`config.mk`:
```
export PLATFORM = sky130hd
export DESIGN_NAME = oct_cmp_timer
export DESIGN_NICKNAME = d
export VERILOG_FILES = /design/src/rtl/oct_timer_pkg.sv /design/src/rtl/oct_prescaler.sv /design/src/rtl/oct_counter.sv /design/src/rtl/oct_chan.sv /design/src/rtl/oct_regfile.sv /design/src/rtl/oct_cmp_timer.sv
export SDC_FILE = /design/constraint.sdc
export NUM_CORES = 1
export LEC_CHECK = 0
export ABC_AREA = 1
export CAP_MARGIN = 0
export CELL_PAD_IN_SITES_DETAIL_PLACEMENT = 0
export CELL_PAD_IN_SITES_GLOBAL_PLACEMENT = 1
export CORE_MARGIN = 2
export CORE_UTILIZATION = 38
export DETAILED_ROUTE_END_ITERATION = 10
export DONT_BUFFER_PORTS = 1
export GPL_ROUTABILITY_DRIVEN = 0
export PLACE_DENSITY = 0.74
export SETUP_SLACK_MARGIN = 0.15
export SLEW_MARGIN = 20
export SYNTH_ARGS = -nofsm -noshare
export SYNTH_HDL_FRONTEND = slang
export SYNTH_SLANG_ARGS = --single-unit
```
`constraint.sdc`:
```
create_clock -name clk -period 6.5 [get_ports clk]
set_clock_uncertainty 0.2 [all_clocks]
set_input_delay 1.3 -clock clk [delete_from_list [all_inputs] [get_ports clk]]
set_output_delay 1.3 -clock clk [all_outputs]
set_load 0.005 [all_outputs]
```
`src/rtl/oct_timer_pkg.sv`:
```
package oct_timer_pkg;
  localparam int unsigned CNT_W = 16;
  localparam int unsigned N_CH  = 8;
  localparam int unsigned PS_W  = 3;
  localparam int unsigned AW    = 4;

  // register addresses; compare values occupy 0 .. N_CH-1
  localparam logic [3:0] A_CTRL  = 4'd8;
  localparam logic [3:0] A_MODE  = 4'd9;
  localparam logic [3:0] A_ACT   = 4'd10;
  localparam logic [3:0] A_OVR   = 4'd11;
  localparam logic [3:0] A_FLAG  = 4'd12;
  localparam logic [3:0] A_COUNT = 4'd13;

  typedef enum logic [1:0] {
    PA_NONE   = 2'b00,
    PA_INVERT = 2'b01,
    PA_LOW    = 2'b10,
    PA_HIGH   = 2'b11
  } pin_act_e;
endpackage

```
`src/rtl/oct_prescaler.sv`:
```
module oct_prescaler #(
  parameter int unsigned PS_W = 3
) (
  input  logic            clk,
  input  logic            rst_n,
  input  logic            run,
  input  logic            restart,
  input  logic [PS_W-1:0] sel,
  output logic            tick
);
  localparam int unsigned DIV_W = (1 << PS_W) - 1;

  logic [DIV_W-1:0] acc_q, acc_d, lim;

  always_comb begin
    lim   = ~({DIV_W{1'b1}} << sel);
    tick  = run && ((acc_q & lim) == lim);
    acc_d = acc_q;
    if (run) begin
      if (restart || tick) acc_d = '0;
      else                 acc_d = acc_q + DIV_W'(1);
    end
  end

  always_ff @(posedge clk or negedge rst_n) begin
    if (!rst_n) acc_q <= '0;
    else        acc_q <= acc_d;
  end
endmodule

```
`src/rtl/oct_counter.sv`:
```
module oct_counter #(
  parameter int unsigned CNT_W = 16
) (
  input  logic             clk,
  input  logic             rst_n,
  input  logic             run,
  input  logic             tick,
  input  logic             wrap_en,
  input  logic [CNT_W-1:0] top,
  output logic [CNT_W-1:0] cnt,
  output logic [CNT_W-1:0] nxt,
  output logic             load,
  output logic             wrap
);
  logic [CNT_W-1:0] cnt_q, cnt_d;

  always_comb begin
    // the limit value lasts one bus cycle, independent of the prescaler
    wrap  = run && wrap_en && (top != '0) && (cnt_q == top);
    load  = wrap || tick;
    nxt   = wrap ? '0 : cnt_q + CNT_W'(1);
    cnt_d = load ? nxt : cnt_q;
  end

  always_ff @(posedge clk or negedge rst_n) begin
    if (!rst_n) cnt_q <= '0;
    else        cnt_q <= cnt_d;
  end

  assign cnt = cnt_q;
endmodule

```
`src/rtl/oct_chan.sv`:
```
module oct_chan
  import oct_timer_pkg::*;
#(
  parameter int unsigned CNT_W = 16
) (
  input  logic             clk,
  input  logic             rst_n,
  input  logic             load,
  input  logic [CNT_W-1:0] nxt,
  input  logic [CNT_W-1:0] cmp,
  input  logic             oc_en,
  input  logic [1:0]       act,
  input  logic             ovr_fire,
  input  logic             ovr_mask,
  input  logic             ovr_val,
  input  logic             flag_clr,
  output logic             hit,
  output logic             pin,
  output logic             flag
);
  logic pin_q, pin_d, flag_q, flag_d;

  always_comb begin
    hit   = load && oc_en && (nxt == cmp);
    pin_d = pin_q;
    if (ovr_fire && ovr_mask) begin
      pin_d = ovr_val;
    end else if (hit) begin
      case (pin_act_e'(act))
        PA_INVERT: pin_d = ~pin_q;
        PA_LOW:    pin_d = 1'b0;
        PA_HIGH:   pin_d = 1'b1;
        default:   pin_d = pin_q;
      endcase
    end
    flag_d = hit || (flag_q && !flag_clr);
  end

  always_ff @(posedge clk or negedge rst_n) begin
    if (!rst_n) begin
      pin_q  <= 1'b0;
      flag_q <= 1'b0;
    end else begin
      pin_q  <= pin_d;
      flag_q <= flag_d;
    end
  end

  assign pin  = pin_q;
  assign flag = flag_q;
endmodule

```
`src/rtl/oct_regfile.sv`:
```
module oct_regfile
  import oct_timer_pkg::*;
#(
  parameter int unsigned CNT_W = 16,
  parameter int unsigned N_CH  = 8,
  parameter int unsigned PS_W  = 3,
  parameter int unsigned AW    = 4
) (
  input  logic                       clk,
  input  logic                       rst_n,
  input  logic                       wr,
  input  logic [AW-1:0]              addr,
  input  logic [CNT_W-1:0]           wdata,
  input  logic [CNT_W-1:0]           cnt,
  input  logic [N_CH-1:0]            flags,
  output logic [N_CH-1:0][CNT_W-1:0] cmp,
  output logic                       run,
  output logic [PS_W-1:0]            ps_sel,
  output logic                       wrap_en,
  output logic [N_CH-1:0]            mode,
  output logic [2*N_CH-1:0]          act,
  output logic [N_CH-1:0]            ovr_mask,
  output logic [N_CH-1:0]            ovr_val,
  output logic [N_CH-1:0]            flag_clr,
  output logic [CNT_W-1:0]           rdata
);
  localparam int unsigned CTL_W = PS_W + 2;
  localparam int unsigned SEL_W = $clog2(N_CH);

  logic [N_CH-1:0][CNT_W-1:0] cmp_q, cmp_d;
  logic [CTL_W-1:0]  ctl_q, ctl_d;
  logic [N_CH-1:0]   mode_q, mode_d, mask_q, mask_d, val_q, val_d;
  logic [2*N_CH-1:0] act_q, act_d;

  always_comb begin
    cmp_d    = cmp_q;
    ctl_d    = ctl_q;
    mode_d   = mode_q;
    act_d    = act_q;
    mask_d   = mask_q;
    val_d    = val_q;
    flag_clr = '0;
    for (int i = 0; i < int'(N_CH); i++) begin
      if (wr && (addr == AW'(i))) cmp_d[i] = wdata;
    end
    if (wr) begin
      case (addr)
        A_CTRL: ctl_d  = wdata[CTL_W-1:0];
        A_MODE: mode_d = wdata[N_CH-1:0];
        A_ACT:  act_d  = wdata[2*N_CH-1:0];
        A_OVR: begin
          mask_d = wdata[N_CH-1:0];
          val_d  = wdata[2*N_CH-1:N_CH];
        end
        A_FLAG: flag_clr = wdata[N_CH-1:0];
        default: ;
      endcase
    end
  end

  always_ff @(posedge clk or negedge rst_n) begin
    if (!rst_n) begin
      cmp_q  <= '0;
      ctl_q  <= '0;
      mode_q <= '0;
      act_q  <= '0;
      mask_q <= '0;
      val_q  <= '0;
    end else begin
      cmp_q  <= cmp_d;
      ctl_q  <= ctl_d;
      mode_q <= mode_d;
      act_q  <= act_d;
      mask_q <= mask_d;
      val_q  <= val_d;
    end
  end

  always_comb begin
    rdata = '0;
    if (addr < AW'(N_CH)) begin
      rdata = cmp_q[addr[SEL_W-1:0]];
    end else begin
      case (addr)
        A_CTRL:  rdata = CNT_W'(ctl_q);
        A_MODE:  rdata = CNT_W'(mode_q);
        A_ACT:   rdata = CNT_W'(act_q);
        A_OVR:   rdata = CNT_W'({val_q, mask_q});
        A_FLAG:  rdata = CNT_W'(flags);
        A_COUNT: rdata = cnt;
        default: rdata = '0;
      endcase
    end
  end

  assign cmp      = cmp_q;
  assign run      = ctl_q[0];
  assign ps_sel   = ctl_q[PS_W:1];
  assign wrap_en  = ctl_q[PS_W+1];
  assign mode     = mode_q;
  assign act      = act_q;
  assign ovr_mask = mask_q;
  assign ovr_val  = val_q;
endmodule

```
`src/rtl/oct_cmp_timer.sv`:
```
module oct_cmp_timer
  import oct_timer_pkg::*;
#(
  parameter int unsigned CNT_W = 16,
  parameter int unsigned N_CH  = 8,
  parameter int unsigned PS_W  = 3,
  parameter int unsigned AW    = 4
) (
  input  logic             clk,
  input  logic             rst_n,
  input  logic             bus_wr,
  input  logic [AW-1:0]    bus_addr,
  input  logic [CNT_W-1:0] bus_wdata,
  output logic [CNT_W-1:0] bus_rdata,
  output logic [N_CH-1:0]  cmp_pin,
  output logic [N_CH-1:0]  cmp_flag
);
  localparam int unsigned TOP_CH = N_CH - 1;

  // reset: asserted asynchronously, released on a clock edge
  logic [1:0] rs_q;
  logic       rst_sync_n;
  always_ff @(posedge clk or negedge rst_n) begin
    if (!rst_n) rs_q <= 2'b00;
    else        rs_q <= {rs_q[0], 1'b1};
  end
  assign rst_sync_n = rs_q[1];

  logic [N_CH-1:0][CNT_W-1:0] cmp_all;
  logic                       run, wrap_en, tick, load, wrap, ovr_fire;
  logic [PS_W-1:0]            ps_sel;
  logic [N_CH-1:0]            mode, ovr_mask, ovr_val, flag_clr, hit;
  logic [2*N_CH-1:0]          act;
  logic [CNT_W-1:0]           cnt, nxt, top_val;

  oct_regfile #(.CNT_W(CNT_W), .N_CH(N_CH), .PS_W(PS_W), .AW(AW)) u_regs (
    .clk(clk), .rst_n(rst_sync_n), .wr(bus_wr), .addr(bus_addr), .wdata(bus_wdata),
    .cnt(cnt), .flags(cmp_flag), .cmp(cmp_all), .run(run), .ps_sel(ps_sel),
    .wrap_en(wrap_en), .mode(mode), .act(act), .ovr_mask(ovr_mask), .ovr_val(ovr_val),
    .flag_clr(flag_clr), .rdata(bus_rdata)
  );

  assign top_val = cmp_all[TOP_CH];

  oct_prescaler #(.PS_W(PS_W)) u_psc (
    .clk(clk), .rst_n(rst_sync_n), .run(run), .restart(wrap), .sel(ps_sel), .tick(tick)
  );

  oct_counter #(.CNT_W(CNT_W)) u_cnt (
    .clk(clk), .rst_n(rst_sync_n), .run(run), .tick(tick), .wrap_en(wrap_en),
    .top(top_val), .cnt(cnt), .nxt(nxt), .load(load), .wrap(wrap)
  );

  // channel-7 match, formed here so no channel feeds its own input
  assign ovr_fire = load && mode[TOP_CH] && (nxt == top_val);

  for (genvar g = 0; g < int'(N_CH); g++) begin : g_ch
    oct_chan #(.CNT_W(CNT_W)) u_ch (
      .clk(clk), .rst_n(rst_sync_n), .load(load), .nxt(nxt), .cmp(cmp_all[g]),
      .oc_en(mode[g]), .act(act[2*g+1:2*g]), .ovr_fire(ovr_fire),
      .ovr_mask(ovr_mask[g]), .ovr_val(ovr_val[g]), .flag_clr(flag_clr[g]),
      .hit(hit[g]), .pin(cmp_pin[g]), .flag(cmp_flag[g])
    );
  end
endmodule

```
==> flow_summary_export.csv <==
group,metric,value,unit
status,run_status,"completed",
synth,post_synth_inst_count,1988,
cts,post-cts-setup-buffers,0,
sta,fin_setup_tns,0,ns
global_route,grt_start_max_net_pins,155,
floorplanning,design.core.area,0.0345,mm2
detailed_routing,drt-initial-drc-count,1506,
synth,avgSynthCellArea,6.70,um2
worst_setup_path,reg2reg_from,"u_cnt.cnt[0]$_DFFE_PN0N_",
cts,cts-root-buf,"sky130_fd_sc_hd__clkbuf_16",
cts,max-clock-path-buffers,3,
cells_and_area,area.growth.synth_to_final,9.62,%
global_route,via_count_of_the_first_global_routing_pass,12800,
synth,synthArstFlopShare,1.00,
global_route,overflow,0,
worst_setup_path,cp_top_family,"simple AND/OR/NAND/NOR gates",
cells_and_area,final_layout_size_suffix_gt1_frac,0.0490,
sta,worst_rel_slew_slack,0.208,
cts,clkSinkCount,214,
cts,cts_inserted_buffers,27,
hold_path,worstHoldStart,"rs_q[0]$_DFF_PN0_",
cts,cts.reportedPaths.clkPinSlew,0.05,ns
power_and_ir_drop,power_frac_seq,0.375,
power_and_ir_drop,power_leakage,0.00711,uW
floorplanning,i_o_pin_count,55,
cts,ctsResizeCount,0,
worst_setup_path,worst_path_largest_cell_delay,0.91,ns
synth,syn_area,0.0133,mm2
synth,synth.distinct_cells,37,
synth,synth_top_area_share,0.402,
job,maxCapViolations,0,
sta,max_freq,0.215,GHz
worst_setup_path,critical_path_buf_inv_count,2,
sta,grt_setup_unrepaired,"no",
power_and_ir_drop,share_clk_of_total_power,0.339,
detailed_routing,num_vias,13700,
sta,worst-slew-pin-transition,1.18,ns
power_and_ir_drop,cellPowerDensity,351,mW/mm2
cells_and_area,final_core_utilization,0.423,
worst_setup_path,worst_setup_path_startpoint,"bus_addr[3]",
synth,synth-compound-area-share,0.144,
global_route,grt_util_all_layers,0.312,
detailed_routing,final_antenna_net_count,0,
floorplanning,floorplan.die.width,191,um
hold_path,hold_path_class,"flip-flop to flip-flop",
sta,timing_max_transition_violations_final,0,
floorplanning,rows,68,
detailed_routing,remaining_drc_errors,0,
floorplanning,initial_standard_cell_utilization_of_the_core,0.386,
detailed_routing,routed_via_density,5.67,
cts,htree_num_levels,1,
worst_setup_path,end_kind,"output port",
synth,synth_edf_count,0,
cells_and_area,layout_commonest_cell,"sky130_fd_sc_hd__nand2_1",
cells_and_area,number_of_nets_in_the_final_layout,1970,
synth,yosys.area_share.simple,0.328,
place,detailed_place_hpwl,42600,um
worst_setup_path,critical_path.cell_chain,"inv_1, nor2_1, inv_1, nor2_1, a221oi_1, nand3_1",
synth,synth_sequential_area_ratio,0.402,
worst_setup_path,required,5.00,ns
cts,post_cts_hold_buffer_count,0,
sta,finalHoldViolations,0,
place,port-buffer-count,0,
cts,worstSkewPairLatency,0.55,ns
power_and_ir_drop,vdd_drop_max,0.223,mV
synth,synth-seq-cells,214,
detailed_routing,wl_per_cell,23.4,um
synth,synth.yosys.warnings,0,
sta,crit_path_time_final,4.65,ns
synth,adder_cell_area_share_of_the_yosys_netlist,0.00939,
power_and_ir_drop,p_int,3150,uW
synth,synthesis.nets,2021,
worst_setup_path,worstSetupPathType,"primary input to output port",
synth,largest_family_of_logic_cells_by_synthesized_area,"simple AND/OR/NAND/NOR gates",
worst_setup_path,worst-path-max-fanout,16,
synth,synthTopCellsByArea,"sky130_fd_sc_hd__dfrtp_1 (40%), sky130_fd_sc_hd__nand2_1 (18%), sky130_fd_sc_hd__o21ai_0 (11%)",
floorplanning,floorplan.die.height,191,um
global_route,number_of_antenna_violations_at_the_first_check_in_global_routing,0,
synth,synth-xor-area-share,0.0162,
cells_and_area,antenna_diode_count,0,
worst_setup_path,critPathSlowestCell,"sky130_fd_sc_hd__nor2_1",
cells_and_area,fillerInstances,3665,
floorplanning,dieArea,0.0366,mm2
sta,post-route-period-util,0.716,
power_and_ir_drop,total_power,5130,uW
detailed_routing,wirelength,56400,um
sta,finalSetupViolCount,0,
power_and_ir_drop,power.share.switching,0.386,
synth,yosys-mux-area-fraction,0,
synth,cell_accounting_for_the_most_synthesized_area,"sky130_fd_sc_hd__dfrtp_1",
cts,cts_tree,"built",
power_and_ir_drop,pwr-share-comb,0.287,
worst_setup_path,worstSetupStartpointType,"primary input",
global_route,grt_first_pass_wirelength,83600,um
detailed_routing,drtPass1Iterations,6,
worst_setup_path,critical_path_arrival,3.15,ns
synth,synthFlopType,"sky130_fd_sc_hd__dfrtp_1",
power_and_ir_drop,switching_component_of_the_power,1980,uW
cells_and_area,mostFrequentLayoutCells,"sky130_fd_sc_hd__nand2_1 (641), sky130_fd_sc_hd__o21ai_0 (286), sky130_fd_sc_hd__inv_1 (220), sky130_fd_sc_hd__dfrtp_1 (213), sky130_fd_sc_hd__nand3_1 (180)",
==> cell type report <==
class	count	area, um2	area share
clock buffers	36	769	0.0527
clock inverters	14	251	0.0172
inverters	229	860	0.0589
multi-input cells	1453	6690	0.458
flip-flops and latches	214	5360	0.367
well taps	455	569	0.0390
repair buffers	12	103	0.00703
==> cell families (layout without fill, tap and decap cells) <==
logic type               count (synthesis)  after routing
flip-flops                             214            214
XOR/XNOR                                22             22
other                                    1              1
AND/OR/NAND/NOR                       1059           1059
buffers and inverters                  321            291
adder cells (fa/ha/maj)                 10             10
AO/OA/AOI/OAI                          361            361
==> power groups by stage <==
stage | combinational (uW) | clock, uW | sequential, uW
5_1_grt | 1640 | 1800 | 1950
3_3_place_gp | 1430 | 0 | 1930
3_5_place_dp | 1430 | 0 | 1930
6_report | 1470 | 1740 | 1920
4_1_cts | 1440 | 1750 | 1910
2_1_floorplan | 996 | 0 | 1820
==> path summary, 6_finish.rpt <==
kind	end	slack, ns	cells past startpoint
max reg2reg	g_ch[7].u_ch.pin$_DFFE_PN0P_	2.16	18
min	rs_q[1]$_DFF_PN0_	0.15	0
max in group asynchronous	u_cnt.cnt[4]$_DFFE_PN0N_	4.46	1
min in group asynchronous	u_regs.cmp[8]$_DFFE_PN0P_	0.21	0
min reg2reg	rs_q[1]$_DFF_PN0_	0.15	0
max	bus_rdata[11]	1.85	6
==> worst reg2reg max path, delay by kind of cell, from the launching register on <==
family	cells	cell delay, ns
flip-flops	1	0.42
AND/OR/NAND/NOR	15	2.72
buffers and inverters	2	0.83
AO/OA/AOI/OAI	1	0.05
==> synthesized netlist by cell type (15+ instances only) <==
cell type and n:
sky130_fd_sc_hd__clkbuf_1 51, sky130_fd_sc_hd__o22ai_1 37, sky130_fd_sc_hd__nand3_1 181, sky130_fd_sc_hd__buf_4 20, sky130_fd_sc_hd__inv_1 221, sky130_fd_sc_hd__dfrtp_1 214
sky130_fd_sc_hd__buf_2 15, sky130_fd_sc_hd__nand2_1 643, sky130_fd_sc_hd__nor2_1 176, sky130_fd_sc_hd__o21ai_0 286, sky130_fd_sc_hd__xor2_1 17, sky130_fd_sc_hd__a21oi_1 16
sky130_fd_sc_hd__nand4_1 21
==> registers in the layout, summed over array words and instances (netlist names) <==
name and cells:
u_regs.cmp 128, u_regs.ctl_q 5, u_regs.act 16, u_regs.mode 8
g_ch.u_ch.flag 8, rs_q 2, u_cnt.cnt 16, u_regs.ovr_mask 8
u_regs.ovr_val 8, u_psc.acc_q 7, g_ch.u_ch.pin 8
==> stage by stage <==
step	std cells	hold WS, ns	setup WS [ns]	instance area, um2
after floorplan	1988	0.131	2.59	13300
after global placement	2363	0.136	1.96	13600
after detailed placement	2363	0.140	1.95	13600
after CTS	2413	0.153	1.93	14600
after global routing	2413	0.153	1.62	14600
final	2413	0.149	1.85	14600
==> routing by layer <==
metal	global-route usage	vias up	part of all wire
met5	0	-	0
met4	0.142	0	0.051
met3	0.0499	127	0.097
met2	0.478	779	0.44
met1	0.431	6479	0.41
li1	-	6290	-
No activity file was read; power rests on OpenSTA's default activity.
